===== src/rtl/sadc_pkg.sv =====
`timescale 1ns/1ps
// Package: shared field positions, widths and the control-word decode for
// the serial ADC frame controller. Assumes a 32-bit control word.
package sadc_pkg;

    localparam int CTRL_W     = 32;
    localparam int EXT_W      = 16;  // width of the extension config field
    localparam int EXT_LSB    = 16;  // extension field occupies [31:16]
    localparam int LEG_CFG_W  = 8;   // fixed byte configuration width
    localparam int FLEN_W     = 6;   // widest frame-length field
    localparam int CLEN_W     = 7;   // extension length field [6:0]
    localparam int BCNT_W     = 7;   // holds counts up to EXT_W + nulls
    localparam int SMP_EN_BIT = 13;
    localparam int START_BIT  = 14;

    // Settings of one frame, as latched at its start.
    typedef struct packed {
        logic [FLEN_W-1:0] frame_len;
        logic [BCNT_W-1:0] cfg_bits;
        logic [BCNT_W-1:0] cap_start;
        logic [EXT_W-1:0]  cfg_word;
    } frame_cfg_t;

    // Decode the frame length, configuration width and word for a mode.
    function automatic frame_cfg_t decode_ctrl(
        input logic [CTRL_W-1:0] w,
        input logic              ext,
        input int                leg_nulls,
        input int                ext_nulls
    );
        frame_cfg_t      f;
        logic [CLEN_W-1:0] clen;
        clen = w[CLEN_W-1:0];
        if (ext) begin
            f.frame_len = w[12:7];
            f.cfg_bits  = (clen > CLEN_W'(EXT_W)) ? BCNT_W'(EXT_W) : BCNT_W'(clen);
            f.cfg_word  = w[EXT_LSB +: EXT_W];
            f.cap_start = f.cfg_bits + BCNT_W'(ext_nulls);
        end else begin
            f.frame_len = {1'b0, w[12:8]};
            f.cfg_bits  = BCNT_W'(LEG_CFG_W);
            f.cfg_word  = {{(EXT_W-LEG_CFG_W){1'b0}}, w[LEG_CFG_W-1:0]};
            f.cap_start = f.cfg_bits + BCNT_W'(leg_nulls);
        end
        return f;
    endfunction

endpackage


===== src/rtl/sadc_ctrl_reg.sv =====
`timescale 1ns/1ps
// Control register: holds the sample-clock enable, decodes each control
// write and raises a one-cycle launch when a start write is accepted.
// Assumes ctl_wr is a single-cycle strobe; a start is refused while busy
// or when the decoded frame length is zero.
module sadc_ctrl_reg
    import sadc_pkg::*;
#(
    parameter int LEG_NULLS = 1,
    parameter int EXT_NULLS = 3
) (
    input  logic              clk,
    input  logic              rst_n,
    input  logic              ctl_wr,
    input  logic [CTRL_W-1:0] ctl_wdata,
    input  logic              ext_mode,
    input  logic              busy,
    output logic              smp_en,
    output logic              launch,
    output frame_cfg_t        launch_cfg
);

    logic smp_en_q;
    logic unused_rsvd;

    assign unused_rsvd = ctl_wdata[15];

    // Decode the incoming word for the currently selected mode.
    always_comb begin
        launch_cfg = decode_ctrl(ctl_wdata, ext_mode, LEG_NULLS, EXT_NULLS);
    end

    // Accept a start only when idle and the frame has at least one clock.
    always_comb begin
        launch = ctl_wr && ctl_wdata[START_BIT] && !busy &&
                 (launch_cfg.frame_len != '0);
    end

    // Every control write, start or not, reloads the stored enable.
    always_ff @(posedge clk) begin
        if (!rst_n) begin
            smp_en_q <= 1'b0;
        end else if (ctl_wr) begin
            smp_en_q <= ctl_wdata[SMP_EN_BIT];
        end
    end

    assign smp_en = smp_en_q;

endmodule


===== src/rtl/sadc_smpclk_gen.sv =====
`timescale 1ns/1ps
// Sample-clock generator: a free-running divider that toggles its output
// every QTR_DIV system cycles while enabled, giving twice the shift-clock
// rate. The output is registered and forced low while disabled.
module sadc_smpclk_gen #(
    parameter int QTR_DIV = 2
) (
    input  logic clk,
    input  logic rst_n,
    input  logic enable,
    output logic smp_clk
);

    localparam int PRE_W = (QTR_DIV > 1) ? $clog2(QTR_DIV) : 1;

    logic tick;
    logic smp_q;

    generate
        if (QTR_DIV > 1) begin : g_div
            logic [PRE_W-1:0] pre_q;
            // Free-running prescaler that marks each quarter shift period.
            always_ff @(posedge clk) begin
                if (!rst_n) begin
                    pre_q <= '0;
                end else if (pre_q == PRE_W'(QTR_DIV-1)) begin
                    pre_q <= '0;
                end else begin
                    pre_q <= pre_q + 1'b1;
                end
            end
            assign tick = (pre_q == PRE_W'(QTR_DIV-1));
        end else begin : g_nodiv
            assign tick = 1'b1;
        end
    endgenerate

    // Toggle on each quarter tick while enabled; hold low otherwise.
    always_ff @(posedge clk) begin
        if (!rst_n) begin
            smp_q <= 1'b0;
        end else if (!enable) begin
            smp_q <= 1'b0;
        end else if (tick) begin
            smp_q <= ~smp_q;
        end
    end

    assign smp_clk = smp_q;

endmodule


===== src/rtl/sadc_frame_seq.sv =====
`timescale 1ns/1ps
// Frame sequencer: from a launch pulse it produces frame_len shift clocks
// of four quarter periods each (low half then high half). It drives config
// bits MSB first at each falling edge, samples adc_din at each rising edge
// once past the null periods, and shifts them into a right-justified result.
// Assumes adc_din is stable around the rising edge of the shift clock.
module sadc_frame_seq
    import sadc_pkg::*;
#(
    parameter int QTR_DIV = 2,
    parameter int RES_W   = 16
) (
    input  logic             clk,
    input  logic             rst_n,
    input  logic             launch,
    input  frame_cfg_t       launch_cfg,
    input  logic             adc_din,
    output logic             adc_sclk,
    output logic             adc_dout,
    output logic             busy,
    output logic [RES_W-1:0] result
);

    localparam int PRE_W = (QTR_DIV > 1) ? $clog2(QTR_DIV) : 1;

    logic              running_q;
    logic [1:0]        phase_q;
    logic [FLEN_W-1:0] bit_q;
    logic [FLEN_W-1:0] last_q;
    logic [BCNT_W-1:0] cap_q;
    logic [EXT_W-1:0]  shreg_q;
    logic              sclk_q;
    logic              dout_q;
    logic [RES_W-1:0]  res_q;
    logic [EXT_W-1:0]  aligned;
    logic              tick;
    logic              in_capture;

    // Left-align the configuration so its first bit sits at the MSB.
    always_comb begin
        aligned = launch_cfg.cfg_word << (EXT_W - int'(launch_cfg.cfg_bits));
    end

    generate
        if (QTR_DIV > 1) begin : g_div
            logic [PRE_W-1:0] pre_q;
            // Quarter-period prescaler, restarted at each launch.
            always_ff @(posedge clk) begin
                if (!rst_n) begin
                    pre_q <= '0;
                end else if (launch || pre_q == PRE_W'(QTR_DIV-1)) begin
                    pre_q <= '0;
                end else if (running_q) begin
                    pre_q <= pre_q + 1'b1;
                end
            end
            assign tick = running_q && (pre_q == PRE_W'(QTR_DIV-1));
        end else begin : g_nodiv
            assign tick = running_q;
        end
    endgenerate

    assign in_capture = ({1'b0, bit_q} >= cap_q);

    // Frame state: phase and bit counters, shift clock and data out.
    always_ff @(posedge clk) begin
        if (!rst_n) begin
            running_q <= 1'b0;
            phase_q   <= 2'd0;
            bit_q     <= '0;
            last_q    <= '0;
            cap_q     <= '0;
            shreg_q   <= '0;
            sclk_q    <= 1'b1;
            dout_q    <= 1'b0;
        end else if (launch) begin
            running_q <= 1'b1;
            phase_q   <= 2'd0;
            bit_q     <= '0;
            last_q    <= launch_cfg.frame_len - 1'b1;
            cap_q     <= launch_cfg.cap_start;
            shreg_q   <= aligned << 1;
            sclk_q    <= 1'b0;
            dout_q    <= aligned[EXT_W-1];
        end else if (tick) begin
            phase_q <= phase_q + 2'd1;
            if (phase_q == 2'd1) begin
                sclk_q <= 1'b1;
            end
            if (phase_q == 2'd3) begin
                if (bit_q == last_q) begin
                    running_q <= 1'b0;
                end else begin
                    bit_q   <= bit_q + 1'b1;
                    sclk_q  <= 1'b0;
                    dout_q  <= shreg_q[EXT_W-1];
                    shreg_q <= shreg_q << 1;
                end
            end
        end
    end

    // Result register: cleared on launch, shifted at capture rising edges.
    always_ff @(posedge clk) begin
        if (!rst_n) begin
            res_q <= '0;
        end else if (launch) begin
            res_q <= '0;
        end else if (tick && phase_q == 2'd1 && in_capture) begin
            res_q <= {res_q[RES_W-2:0], adc_din};
        end
    end

    assign adc_sclk = sclk_q;
    assign adc_dout = dout_q;
    assign busy     = running_q;
    assign result   = res_q;

endmodule


===== src/rtl/sadc_frame_ctrl.sv =====
`timescale 1ns/1ps
// Top of the serial ADC frame controller: control register, frame
// sequencer and free-running sample-clock generator. Assumes the bus
// decoder presents one-cycle control writes on ctl_wr/ctl_wdata.
module sadc_frame_ctrl
    import sadc_pkg::*;
#(
    parameter int QTR_DIV   = 2,
    parameter int RES_W     = 16,
    parameter int LEG_NULLS = 1,
    parameter int EXT_NULLS = 3
) (
    input  logic              clk,
    input  logic              rst_n,
    input  logic              ctl_wr,
    input  logic [CTRL_W-1:0] ctl_wdata,
    input  logic              ext_mode,
    input  logic              adc_din,
    output logic              adc_sclk,
    output logic              adc_dout,
    output logic              smp_clk,
    output logic              busy,
    output logic [RES_W-1:0]  result
);

    logic       smp_en;
    logic       launch;
    frame_cfg_t launch_cfg;

    sadc_ctrl_reg #(
        .LEG_NULLS(LEG_NULLS),
        .EXT_NULLS(EXT_NULLS)
    ) u_ctrl (
        .clk       (clk),
        .rst_n     (rst_n),
        .ctl_wr    (ctl_wr),
        .ctl_wdata (ctl_wdata),
        .ext_mode  (ext_mode),
        .busy      (busy),
        .smp_en    (smp_en),
        .launch    (launch),
        .launch_cfg(launch_cfg)
    );

    sadc_frame_seq #(
        .QTR_DIV(QTR_DIV),
        .RES_W  (RES_W)
    ) u_seq (
        .clk       (clk),
        .rst_n     (rst_n),
        .launch    (launch),
        .launch_cfg(launch_cfg),
        .adc_din   (adc_din),
        .adc_sclk  (adc_sclk),
        .adc_dout  (adc_dout),
        .busy      (busy),
        .result    (result)
    );

    sadc_smpclk_gen #(
        .QTR_DIV(QTR_DIV)
    ) u_smp (
        .clk    (clk),
        .rst_n  (rst_n),
        .enable (smp_en),
        .smp_clk(smp_clk)
    );

endmodule


===== config.mk =====
export PLATFORM = sky130hd
export DESIGN_NAME = sadc_frame_ctrl
export DESIGN_NICKNAME = d
export VERILOG_FILES = /design/src/rtl/sadc_pkg.sv /design/src/rtl/sadc_ctrl_reg.sv /design/src/rtl/sadc_smpclk_gen.sv /design/src/rtl/sadc_frame_seq.sv /design/src/rtl/sadc_frame_ctrl.sv
export SDC_FILE = /design/constraint.sdc
export NUM_CORES = 1
export LEC_CHECK = 0
export BUFFER_PORTS_ARGS = -buffer_cell sky130_fd_sc_hd__buf_4
export CORE_MARGIN = 2
export CORE_UTILIZATION = 55
export DETAILED_ROUTE_END_ITERATION = 10
export GPL_TIMING_DRIVEN = 0
export PLACE_DENSITY = 0.77
export SLEW_MARGIN = 20
export SYNTH_ARGS = -nofsm -noshare
export SYNTH_HDL_FRONTEND = slang
export SYNTH_SLANG_ARGS = --single-unit

===== constraint.sdc =====
create_clock -name clk -period 6.38 [get_ports clk]
set_clock_uncertainty 0.2 [all_clocks]
set_input_delay 0.957 -clock clk [delete_from_list [all_inputs] [get_ports clk]]
set_output_delay 0.957 -clock clk [all_outputs]
set_load 0.01 [all_outputs]

# Word-level counts from Yosys, hierarchy flattened
# Index checks and enable logic that the tools add are counted.
# totals
out_inout_bits	20
reg_bits	59
inputBits	37
wordCells	68
# op_classes
order_cmp	2
reduce_logical	19
shifts	1
n_addsub	7
n_bitwise	3
n_eq_ne	4
mux	19
# op_table
operator	count
$mux 16	4
$mux 36	1
$shl 16x32->16	1
$mux 1	13
$reduce_and 3->1	3
$sub 5x7->8 const A	1
$add 7x2->7 const B	1
$ge 6x7->1	1
$gt 7x5->1 const B	1
$mux 7	1
$add 6x1->6 const B	1
$eq 6x6->1	1
$logic_and 1x1->1	6
$reduce_bool 2->1	3
$reduce_bool 6->1	1
$reduce_or 2->1	3
$sub 6x1->6 const B	1
$not 1->1	3
$add 1x1->1 const B	2
$add 2x1->2 const B	1
$eq 2x1->1 const B	1
$eq 2x2->1 const B	1
$ne 2x1->1 const B	1
$reduce_and 2->1	1
2 further kinds	2

# Longest topological paths before layout
# depth
depth_word	8
depth_mapped	13
ltp_nobuf	10

# Hierarchy
# From an unflattened synthesis, not the netlist that was laid out.
# unflattened
cells_unflattened	429
area_unflattened_um2	3822.4
# modules_own_cells
module	seq_area_each_um2	area_per_inst_um2	cells_per_inst	n_inst
sadc_frame_seq	1121.1	3316.9	365	1
sadc_ctrl_reg	20.0	441.7	59	1
sadc_smpclk_gen	40.0	63.8	5	1

# Worst setup path after synthesis
# Ideal clock, no wire load.
# synth_path
kind	input-to-reg
start	input port ext_mode
end	register u_seq.shreg_q[5]
arrival_time_ps	3597
path_stages	12
path_buffers	5
required_ps	6110
setup_ps	70
setup_slack_ps	2513
cell_sequence	buf_2 -> buf_2 -> clkbuf_1 -> buf_2 -> mux2i_1 -> ha_1 -> nor2b_1 -> a31o_2 -> or4_1 -> buf_2 -> or3_1 -> a21oi_1
# synth_between
elab_chain_len	5
word_cells_on_any_way	10
classes_between	add/sub: 1; eq/ne: 1; shift: 1; mux: 2; reduce/logical: 5
# synth_rtl
element	line	rtl
start: declaration	sadc_frame_ctrl.sv:17	input logic ext_mode,
$mux 36 (*)	sadc_pkg.sv:34	if (ext) begin
parallel branches: the longest is 4 deep, another holds $sub 5x7->8	n/a	
end signal: assignment	sadc_frame_seq.sv:82	shreg_q <= aligned << 1;
end signal: assignment	sadc_frame_seq.sv:97	shreg_q <= shreg_q << 1;
end: declaration	sadc_frame_seq.sv:31	logic [EXT_W-1:0] shreg_q;
# Every way passes the cells marked *.
# A chain may end at the register's enable or synchronous reset.

# Worst setup path in the final report
# layout_path
start	input port ext_mode
end	register u_seq.shreg_q[8]
# The elaborated chain is that of the path after synthesis.

==> metrics.txt <==
critical path peak fanout 10; H-tree levels 3; share of layout cells above drive strength 1 0.1757; post-synth cell types 76; pin count of the biggest net entering global routing 11; setup TNS 0 ns; DRT Pass-1 Iters 7; drt initial violations 225; final instance area 4558 sq um; Final Critical Period 4.435 ns; status finished clean; vias per cell 6.006; Initial Util 0.5711; worst reg2reg path depth 6; fin cells 631; commonest cells in the netlist dfxtp_1 (59), nand2_1 (55), nor2_1 (38); Clock Path Buffers 2; Cells after Synth 467; n_diodes 0; fraction of the yosys area taken by sequential cells 0.3044; Core Box Area 6794 sq um; crit path kind input port to register; internal power 0.5980 mW; drt total wl 10.09 mm; CTS root buffer clkbuf_8; Critical R2R Capture u_seq.shreg_q[8]; #FFs+latches synth 59; count leader, synth dfxtp_1; first-pass GRT wire length 16.42 mm; Area Overhead vs Synth 17.48%; Final ANT Viol Nets 0; hold-fix buffers at CTS 0; reg-to-reg startpoint u_seq.busy; Filler Cell Count 592; syn nets 517; Power Density 182.7 nW/um^2; Post-CTS Resized 0; number of synthesized flops with an enable pin 0; die height 87.99 microns; detailed placement HPWL 7.815 mm; peak supply drop 0.08130 mV; area share of the largest cell type after synthesis 0.3044; gr usage total 0.2683; final number of hold-violating endpoints 0; Req. time, crit path 6.45 ns; Slew headroom 0.4359; vias in the first global route 3496; die width 87.99 microns; ranking of synthesized cells by area dfxtp_1 (30%), mux2i_1 (8.0%), nand2_1 (5.3%); Critical Path End u_seq.shreg_q[8]; startpoint types input port; Psw 0.2348 mW; crit path from ext_mode; clock tree sinks 59; Leak 1.823 nW; RSZ-0062 raised after global routing no; DP Cell Count 616; initial antenna violation count 0; Place WS 1.700 ns; Min Hold Slack 0.2351 ns; vias post-DR 3790; worst min-delay path class register to register; Final Max Slew Viols 0; Reg clk slew, reported paths 0.06 ns; Combinational Power Share 0.194; Slew @ Worst Pin 0.8422 ns; DRC 0; RePlAce Congestion 0.9674; Post-CTS Repair Setup Buffers 0; Clock Power Share 0.337; Syn. warnings 0; FF/Latch Area 1181 sq um; I/O pins 57; Multi-input gate area 2526 sq um; CTS tree built; Arr. time, crit path 4.51 ns; Tot Pwr 0.8328 mW; setup violators final 0; Avg Inst Size Synth 8.308 sq um; predominant post-synthesis flop cell dfxtp_1; Worst setup EP type register; R2R setup slack 3.90 ns; nets@finish 581; Core Util, Final 0.6709; Sw Ratio 0.2820; largest area contributor in the netlist dfxtp_1; # Max-Cap Violations 0; die area 7742 sq um; gr ovfl total 0; Synth Cell Area 3880 sq um; routed wire length per instance 16.00 microns; Sequential Power Share 0.469; clock latency on the worst-skew pair 0.33 ns; placed inst area 4398 sq um; fmax 225.5 MHz; Async SR Flop Fraction 0; final worst path period share 0.6951; clock buffer count from CTS 9; final setup margin 1.945 ns; PortBufs 53; row count 30
==> power groups by stage <==
stage	sequential (mW)	clock [mW]	combinational, mW
6_report	0.390	0.281	0.162
5_1_grt	0.392	0.301	0.176
4_1_cts	0.390	0.285	0.159
3_5_place_dp	0.398	0	0.158
3_3_place_gp	0.398	0	0.155
2_1_floorplan	0.397	0	0.103
==> critical path: stages <==
cell and delay (ns):
buf_4 0.12, buf_2 0.21, buf_2 0.24, clkbuf_1 0.42
buf_2 0.31, nand3_1 0.10, ha_1 0.44, clkbuf_1 0.42
o21ai_0 0.21, o32ai_2 0.44, nor2_1 0.11, a211oi_1 0.29
o221a_1 0.25
==> state kept, by name, summed over array words and instances, names as in the netlist <==
register	cells
u_seq.phase_q	2
u_seq.g_div.pre_q	1
u_smp.g_div.pre_q	1
u_smp.smp_clk	1
u_seq.result	16
u_seq.last_q	6
u_seq.shreg_q	15
u_ctrl.smp_en	1
u_seq.bit_q	6
u_seq.busy	1
u_seq.adc_dout	1
u_seq.adc_sclk	1
u_seq.cap_q	7
==> how the worst min path moves through the flow <==
stage | endpoint | slack [ns] | from | cells past startpoint
global route | u_smp.g_div.pre_q | 0.25 | u_smp.g_div.pre_q | 1
global placement | u_smp.g_div.pre_q | 0.22 | u_smp.g_div.pre_q | 1
detailed placement | u_smp.g_div.pre_q | 0.23 | u_smp.g_div.pre_q | 1
finish | u_smp.g_div.pre_q | 0.24 | u_smp.g_div.pre_q | 1
CTS | u_smp.g_div.pre_q | 0.24 | u_smp.g_div.pre_q | 1
floorplan | u_smp.g_div.pre_q | 0.21 | u_smp.g_div.pre_q | 1
==> layer usage <==
layer / track usage / wire length (microns)
met5: 0 / 0
met4: 0.1175 / 289
met3: 0.04241 / 601
met2: 0.4470 / 4655
met1: 0.3429 / 4546
==> cell usage in the layout (no fill, tap or decap), types with 12 or more instances in the layout <==
cell type  Yosys  layout
a21oi_1       14      14
nand3_1       13      13
nor2_1        38      38
o21ai_0       27      27
mux2i_1       31      31
dfxtp_1       59      59
clkbuf_1      18      20
buf_4          0      53
xor2_1        12      12
ha_1          13      13
nand2_1       55      55
==> cells by family after synthesis <==
logic type      after synthesis  share of synthesized area
compound gates              123                     0.2299
xor+xnor                     21                    0.04740
fa+ha+maj                    13                    0.04192
buf+inv                      41                    0.04450
flops                        59                     0.3044
mux                          34                    0.09449
simple gates                176                     0.2373
==> cell type report <==
cell class | count | share of cell area
clock buffers | 12 | 0.03184
multi-input cells | 367 | 0.5542
plain buffers | 30 | 0.02882
well taps | 96 | 0.02635
inverters | 11 | 0.009058
flip-flops and latches | 59 | 0.2591
repair buffers | 53 | 0.08729
clock inverters | 3 | 0.003294
No activity file was read; power rests on OpenSTA's default activity.
